==> config.mk <==
export PLATFORM = sky130hd
export DESIGN_NAME = dual_ecc_gen
export DESIGN_NICKNAME = d
export VERILOG_FILES = /design/src/rtl/ecc_pkg.sv /design/src/rtl/ecc_half_acc.sv /design/src/rtl/ecc_ctrl.sv /design/src/rtl/ecc_readout.sv /design/src/rtl/dual_ecc_gen.sv
export SDC_FILE = /design/constraint.sdc
export NUM_CORES = 1
export LEC_CHECK = 0
export ABC_CLOCK_PERIOD_IN_PS = 4400
export BUFFER_PORTS_ARGS = -buffer_cell sky130_fd_sc_hd__buf_4
export CAP_MARGIN = 20
export CORE_MARGIN = 5
export CORE_UTILIZATION = 30
export DETAILED_ROUTE_END_ITERATION = 12
export GPL_TIMING_DRIVEN = 0
export SYNTH_ARGS = -nofsm -noshare
export SYNTH_HDL_FRONTEND = slang
export SYNTH_SLANG_ARGS = --single-unit
==> constraint.sdc <==
create_clock -name clk -period 4.4 [get_ports clk]
set_clock_uncertainty 0.2 [all_clocks]
set_input_delay 0.88 -clock clk [delete_from_list [all_inputs] [get_ports clk]]
set_output_delay 0.88 -clock clk [all_outputs]
set_load 0.01 [all_outputs]
==> src/rtl/ecc_pkg.sv <==
package ecc_pkg;
    typedef enum logic [2:0] {
        ST_IDLE,
        ST_CLEARED,
        ST_CALC,
        ST_FULL,
        ST_READOUT
    } ecc_state_t;

    localparam logic [7:0] CMD_RESET  = 8'hF4;
    localparam logic [7:0] CMD_CALC   = 8'hB4;
    localparam logic [7:0] CMD_RESULT = 8'hD4;
endpackage

==> src/rtl/ecc_half_acc.sv <==
module ecc_half_acc #(
    parameter int ABITS = 8
) (
    input  logic               clk,
    input  logic               rst_n,
    input  logic               clr,
    input  logic               en,
    input  logic [ABITS-1:0]   idx,
    input  logic [7:0]         din,
    output logic [2*ABITS-1:0] lp,
    output logic [7:0]         col
);
    logic               bit_par;
    logic [2*ABITS-1:0] lp_mask;

    assign bit_par = ^din;

    // Each address bit selects which bit of its pair absorbs the byte parity.
    generate
        for (genvar k = 0; k < ABITS; k++) begin : g_pair
            assign lp_mask[2*k+1] = bit_par & idx[k];
            assign lp_mask[2*k]   = bit_par & ~idx[k];
        end
    endgenerate

    always_ff @(posedge clk) begin
        if (!rst_n || clr) begin
            lp  <= '0;
            col <= '0;
        end else if (en) begin
            lp  <= lp ^ lp_mask;
            col <= col ^ din;
        end
    end
endmodule

==> src/rtl/ecc_ctrl.sv <==
module ecc_ctrl
    import ecc_pkg::*;
#(
    parameter int ABITS = 8
) (
    input  logic             clk,
    input  logic             rst_n,
    input  logic             mode_we,
    input  logic [7:0]       mode_cmd,
    input  logic             xfer_valid,
    output ecc_state_t       state,
    output logic             clr,
    output logic             acc_en,
    output logic             half_sel,
    output logic [ABITS-1:0] byte_idx
);
    logic [ABITS:0] cnt;
    logic           page_done;
    logic           last_byte;
    ecc_state_t     nxt;

    assign last_byte = &cnt;
    assign clr       = mode_we && (mode_cmd == CMD_RESET);
    assign acc_en    = (state == ST_CALC) && xfer_valid && !mode_we;
    assign half_sel  = cnt[ABITS];
    assign byte_idx  = cnt[ABITS-1:0];

    always_ff @(posedge clk) begin
        if (!rst_n) state <= ST_IDLE;
        else        state <= nxt;
    end

    always_ff @(posedge clk) begin
        if (!rst_n || clr) begin
            cnt       <= '0;
            page_done <= 1'b0;
        end else if (acc_en) begin
            cnt <= cnt + 1'b1;
            if (last_byte) page_done <= 1'b1;
        end
    end

    always_comb begin
        nxt = state;
        if (mode_we) begin
            unique case (mode_cmd)
                CMD_RESET:  nxt = ST_CLEARED;
                CMD_CALC:   nxt = page_done ? ST_FULL : ST_CALC;
                CMD_RESULT: nxt = ST_READOUT;
                default:    nxt = ST_IDLE;
            endcase
        end else begin
            unique case (state)
                ST_CALC:    if (xfer_valid && last_byte) nxt = ST_FULL;
                ST_IDLE, ST_CLEARED, ST_FULL, ST_READOUT: nxt = state;
                default:    nxt = ST_IDLE;
            endcase
        end
    end


    full_no_calc_chk: assert property (@(posedge clk) disable iff (!rst_n)
        (state == ST_FULL && !clr) |=> (state != ST_CALC));
endmodule

==> src/rtl/ecc_readout.sv <==
module ecc_readout #(
    parameter int ABITS = 8
) (
    input  logic               clk,
    input  logic               rst_n,
    input  logic               restart,
    input  logic               in_readout,
    input  logic               rd_strobe,
    input  logic [2*ABITS-1:0] lp_a,
    input  logic [7:0]         col_a,
    input  logic [2*ABITS-1:0] lp_b,
    input  logic [7:0]         col_b,
    output logic [15:0]        rd_word
);
    logic [1:0]  ptr;
    logic [15:0] lpa_x, lpb_x, word;
    logic [7:0]  cp_a, cp_b;

    function automatic logic [7:0] cp_byte(input logic [7:0] c);
        return {c[7]^c[6]^c[5]^c[4], c[3]^c[2]^c[1]^c[0],
                c[7]^c[6]^c[3]^c[2], c[5]^c[4]^c[1]^c[0],
                c[7]^c[5]^c[3]^c[1], c[6]^c[4]^c[2]^c[0],
                2'b11};
    endfunction

    assign lpa_x = 16'(lp_a);
    assign lpb_x = 16'(lp_b);
    assign cp_a  = cp_byte(col_a);
    assign cp_b  = cp_byte(col_b);

    always_ff @(posedge clk) begin
        if (!rst_n || restart)            ptr <= 2'd0;
        else if (in_readout && rd_strobe) ptr <= (ptr == 2'd2) ? 2'd0 : ptr + 2'd1;
    end

    always_comb begin
        unique case (ptr)
            2'd0:    word = {lpa_x[7:0], lpa_x[15:8]};
            2'd1:    word = {lpb_x[15:8], cp_a};
            2'd2:    word = {cp_b, lpb_x[7:0]};
            default: word = 16'h0000;
        endcase
    end

    assign rd_word = in_readout ? word : 16'h0000;


    ptr_range_chk: assert property (@(posedge clk) disable iff (!rst_n)
        ptr != 2'd3);

    cp_low_chk: assert property (@(posedge clk) disable iff (!rst_n)
        (in_readout && ptr == 2'd1) |-> (rd_word[1:0] == 2'b11));
endmodule

==> src/rtl/dual_ecc_gen.sv <==
module dual_ecc_gen
    import ecc_pkg::*;
#(
    parameter int HALF_BYTES = 256
) (
    input  logic        clk,
    input  logic        rst_n,
    input  logic        mode_we,
    input  logic [7:0]  mode_cmd,
    input  logic        xfer_valid,
    input  logic [7:0]  xfer_byte,
    input  logic        rd_strobe,
    output logic [15:0] rd_word
);
    localparam int ABITS = $clog2(HALF_BYTES);
    localparam int LPW   = 2 * ABITS;

    ecc_state_t       state;
    logic             clr, acc_en, half_sel;
    logic [ABITS-1:0] byte_idx;
    logic [1:0]       half_en;
    logic [LPW-1:0]   lp  [2];
    logic [7:0]       col [2];

    ecc_ctrl #(.ABITS(ABITS)) u_ctrl (
        .clk(clk), .rst_n(rst_n), .mode_we(mode_we), .mode_cmd(mode_cmd),
        .xfer_valid(xfer_valid), .state(state), .clr(clr), .acc_en(acc_en),
        .half_sel(half_sel), .byte_idx(byte_idx)
    );

    generate
        for (genvar h = 0; h < 2; h++) begin : g_half
            assign half_en[h] = acc_en && (half_sel == h[0]);
            ecc_half_acc #(.ABITS(ABITS)) u_acc (
                .clk(clk), .rst_n(rst_n), .clr(clr), .en(half_en[h]),
                .idx(byte_idx), .din(xfer_byte), .lp(lp[h]), .col(col[h])
            );
        end
    endgenerate

    ecc_readout #(.ABITS(ABITS)) u_out (
        .clk(clk), .rst_n(rst_n),
        .restart(mode_we && mode_cmd == CMD_RESULT),
        .in_readout(state == ST_READOUT), .rd_strobe(rd_strobe),
        .lp_a(lp[0]), .col_a(col[0]), .lp_b(lp[1]), .col_b(col[1]),
        .rd_word(rd_word)
    );


    idle_hold_chk: assert property (@(posedge clk) disable iff (!rst_n)
        (state != ST_CALC && !clr) |=>
        ($stable(lp[0]) && $stable(lp[1]) && $stable(col[0]) && $stable(col[1])));

    clear_zero_chk: assert property (@(posedge clk) disable iff (!rst_n)
        clr |=> (lp[0] == '0 && lp[1] == '0 && col[0] == '0 && col[1] == '0));

    first_half_only_chk: assert property (@(posedge clk) disable iff (!rst_n)
        (state == ST_CALC && !half_sel && !clr) |=> ($stable(lp[1]) && $stable(col[1])));
endmodule

==> flow_summary.ini <==
[critical_path]
path_class = reg2out
cpMostUsedCell = clkbuf_1
slowest_stage = clkbuf_1
cpLargestDelayFamily = buffers and inverters
cp.required_ns = 3.32
timing.rr.start = u_ctrl.state[1]$_SDFFE_PN0P_
worst-path-max-fanout = 10
cp-start-kind = flop
worstSetupEndpointType = primary output
crit_arrival_ns = 2.24
path_cells = clkbuf_1 > clkbuf_1 > nor3_1 > a211oi_1 > buf_4
critPathBufInv = 3
cp.depth = 5
slowest_delay_ns = 0.48
crit_start = u_out.ptr[0]$_SDFFE_PP0P_
reg2regPathDepth = 6

[clocking]
ctsHoldBuffers = 0
htreeDepth = 3
cts_resized = 0
cts_tree = yes
clockBufferDepth = 2
cts_sinks = 63
cts_root_buf = clkbuf_16
clk_pin_slew_ns = 0.05
cts_setup_buffers = 0
cts_buffers = 9
worst_skew_pair.late_latency_ns = 0.32

[timing]
relSlewSlack_pct = 53.12
setup_viol = 0
setup_ws_ns = 1.084
tightest_slew_ns = 0.7008
holdWs_ns = 0.2806
slew_violations = 0
clock.fmax_mhz = 301.5
grt_setup_unrepaired = no
fin_crit_ns = 3.316
period_share_pct = 75.37
fin_setup_tns_ns = 0
hold_viol = 0

[final_layout]
fin_util_pct = 36.66
fin_nets = 500
layout_common_cells = dfxtp_1 (63), nor2_1 (61), a21oi_1 (52), nand2_1 (41), buf_4 (36)
layout_commonest_cell = dfxtp_1
num_antenna_cells = 0
fin_area_sq_um = 4133
nFillCells = 1164
area_growth_pct = 20.90
drive_gt1_share_pct = 11.46

[flow_run]
maxCapViolations = 0

[place]
placed_cell_area_sq_um = 3867
place.gp.congestion = 0.8364
io_buffers = 36
preCtsSetupSlack_ns = 1.001
place_hpwl_mm = 7.282

[grt]
grt_pass1_wl_mm = 15.66
grt_max_degree = 11
grt_pass1_vias = 3027
antenna_found_initial = 0
overflow = 0
grt.total_usage_pct = 14.61

[detailed_routing]
wl_mm = 9.772
vias = 3218
ant_nets = 0
wl_per_cell_microns = 15.69
drc = 0
vias_per_cell = 5.165
drt_pre_antenna_iters = 4
drtIter0Drc = 191

[die]
dieHeight_microns = 116.7
die_w_microns = 116.7
io_pins = 37
rows = 39
die_area_sq_um = 13630
core-area_sq_um = 11270
initial_core_util_pct = 30.33

[synthesis]
synth_edf_count = 0
ys.warnings.count = 0
synthTopCellsByArea = dfxtp_1 (37%), xnor2_1 (7.7%), a21oi_1 (7.6%)
synth_top_area_cell = dfxtp_1
synth_area_sq_um = 3418
syn_nets = 453
synth_seq_cells = 63
synthArstFlopShare_pct = 0
yosysUniqueCellTypes = 33
syn_inst = 430
synth_flop_cell = dfxtp_1
syn_avg_cell_area_sq_um = 7.949
synth_top_area_share_pct = 36.90
ys_seq_area_share_pct = 36.90

[outcome]
status = finished clean

[worst_hold_path]
hp-class = reg2reg
hold_depth = 2
hp-start = g_half[1].u_acc.lp[6]$_SDFFE_PP0P_

[pwr]
p_leak_nw = 1.382
p_per_area_nw_per_um2 = 336.6
ir_drop_mv = 0.2014
## Yosys cell counts (all sizes together), types with 3 or more instances
| cell type | number |
|---|---|
| o21ai | 21 |
| buf | 5 |
| nor2 | 62 |
| or3 | 12 |
| or4 | 17 |
| nor3 | 6 |
| nand4b | 8 |
| dfxtp | 63 |
| nor2b | 4 |
| a211oi | 9 |
| a21oi | 52 |
| clkbuf | 29 |
| xor2 | 27 |
| nand3 | 3 |
| mux2i | 7 |
| nand2 | 41 |
| inv | 3 |
| xnor2 | 30 |
| o31ai | 17 |
## metrics by stage
| step | power (mW) | cells |
|---|---|---|
| after floorplan | 0.6964 | 430 |
| after global placement | 0.7570 | 609 |
| after detailed placement | 0.7592 | 609 |
| after CTS | 1.402 | 623 |
| after global routing | 1.440 | 623 |
| final | 1.391 | 623 |
## worst register-to-register path: cells and delay by family, from the launching register on
family / cells / cell delay (ns)
AND/OR/NAND/NOR: 4 / 1.20
flip-flops: 1 / 0.41
buffers and inverters: 1 / 0.31
AO/OA/AOI/OAI: 1 / 0.15
## flip-flops by register name (all words and copies together) (netlist names)
signal,count
g_half.u_acc.col,16
u_ctrl.page_done,1
u_ctrl.state,3
u_ctrl.cnt,9
u_out.ptr,2
g_half.u_acc.lp,32
## per-layer routing
| layer | up-vias | share of wire (%) | track usage, % |
|---|---|---|---|
| li1 | 1598 | - | - |
| met1 | 1512 | 47 | 21.12 |
| met2 | 96 | 44 | 21.81 |
| met3 | 12 | 6.8 | 2.332 |
| met4 | 0 | 1.5 | 5.428 |
| met5 | - | 0 | 0 |
## where the power goes
group	switching, mW	leakage, nW	internal, mW
Clock	0.237	0.132	0.404
Combinational	0.117	0.743	0.0536
Sequential	0.00393	0.508	0.575
## kinds of logic (layout without fill, tap and decap cells)
group                    Yosys count  count (layout)  share of synthesized area (%)
AO/OA/AOI/OAI                    103             103                          17.39
AND/OR/NAND/NOR                  161             161                          23.76
multiplexers                       7               7                          2.050
buffers and inverters             37              87                          4.575
adder cells (fa/ha/maj)            2               2                         0.7319
XOR/XNOR                          57              57                          14.60
flip-flops                        63              63                          36.90
## cell type report
class                           instances  area [sq um]  area share, %
Buffer                                 34         145.1          3.512
Clock buffer                           13         260.3          6.297
Clock inverter                          1         5.005         0.1211
Inverter                                3         11.26         0.2725
Multi-Input combinational cell        330          2001          48.41
Sequential cell                        63          1261          30.52
Tap cell                              143         178.9          4.329
Timing Repair Buffer                   36         270.3          6.540
## final timing paths
| check | end | slack (ns) |
|---|---|---|
| worst max-delay path | rd_word[1] | 1.08 |
| worst min-delay path | g_half[1].u_acc.lp[6]$_SDFFE_PP0P_ | 0.28 |
| worst max register to register | g_half[1].u_acc.lp[4]$_SDFFE_PP0P_ | 2.05 |
| worst min register to register | g_half[1].u_acc.lp[6]$_SDFFE_PP0P_ | 0.28 |
(Power assumes the default switching activity.)
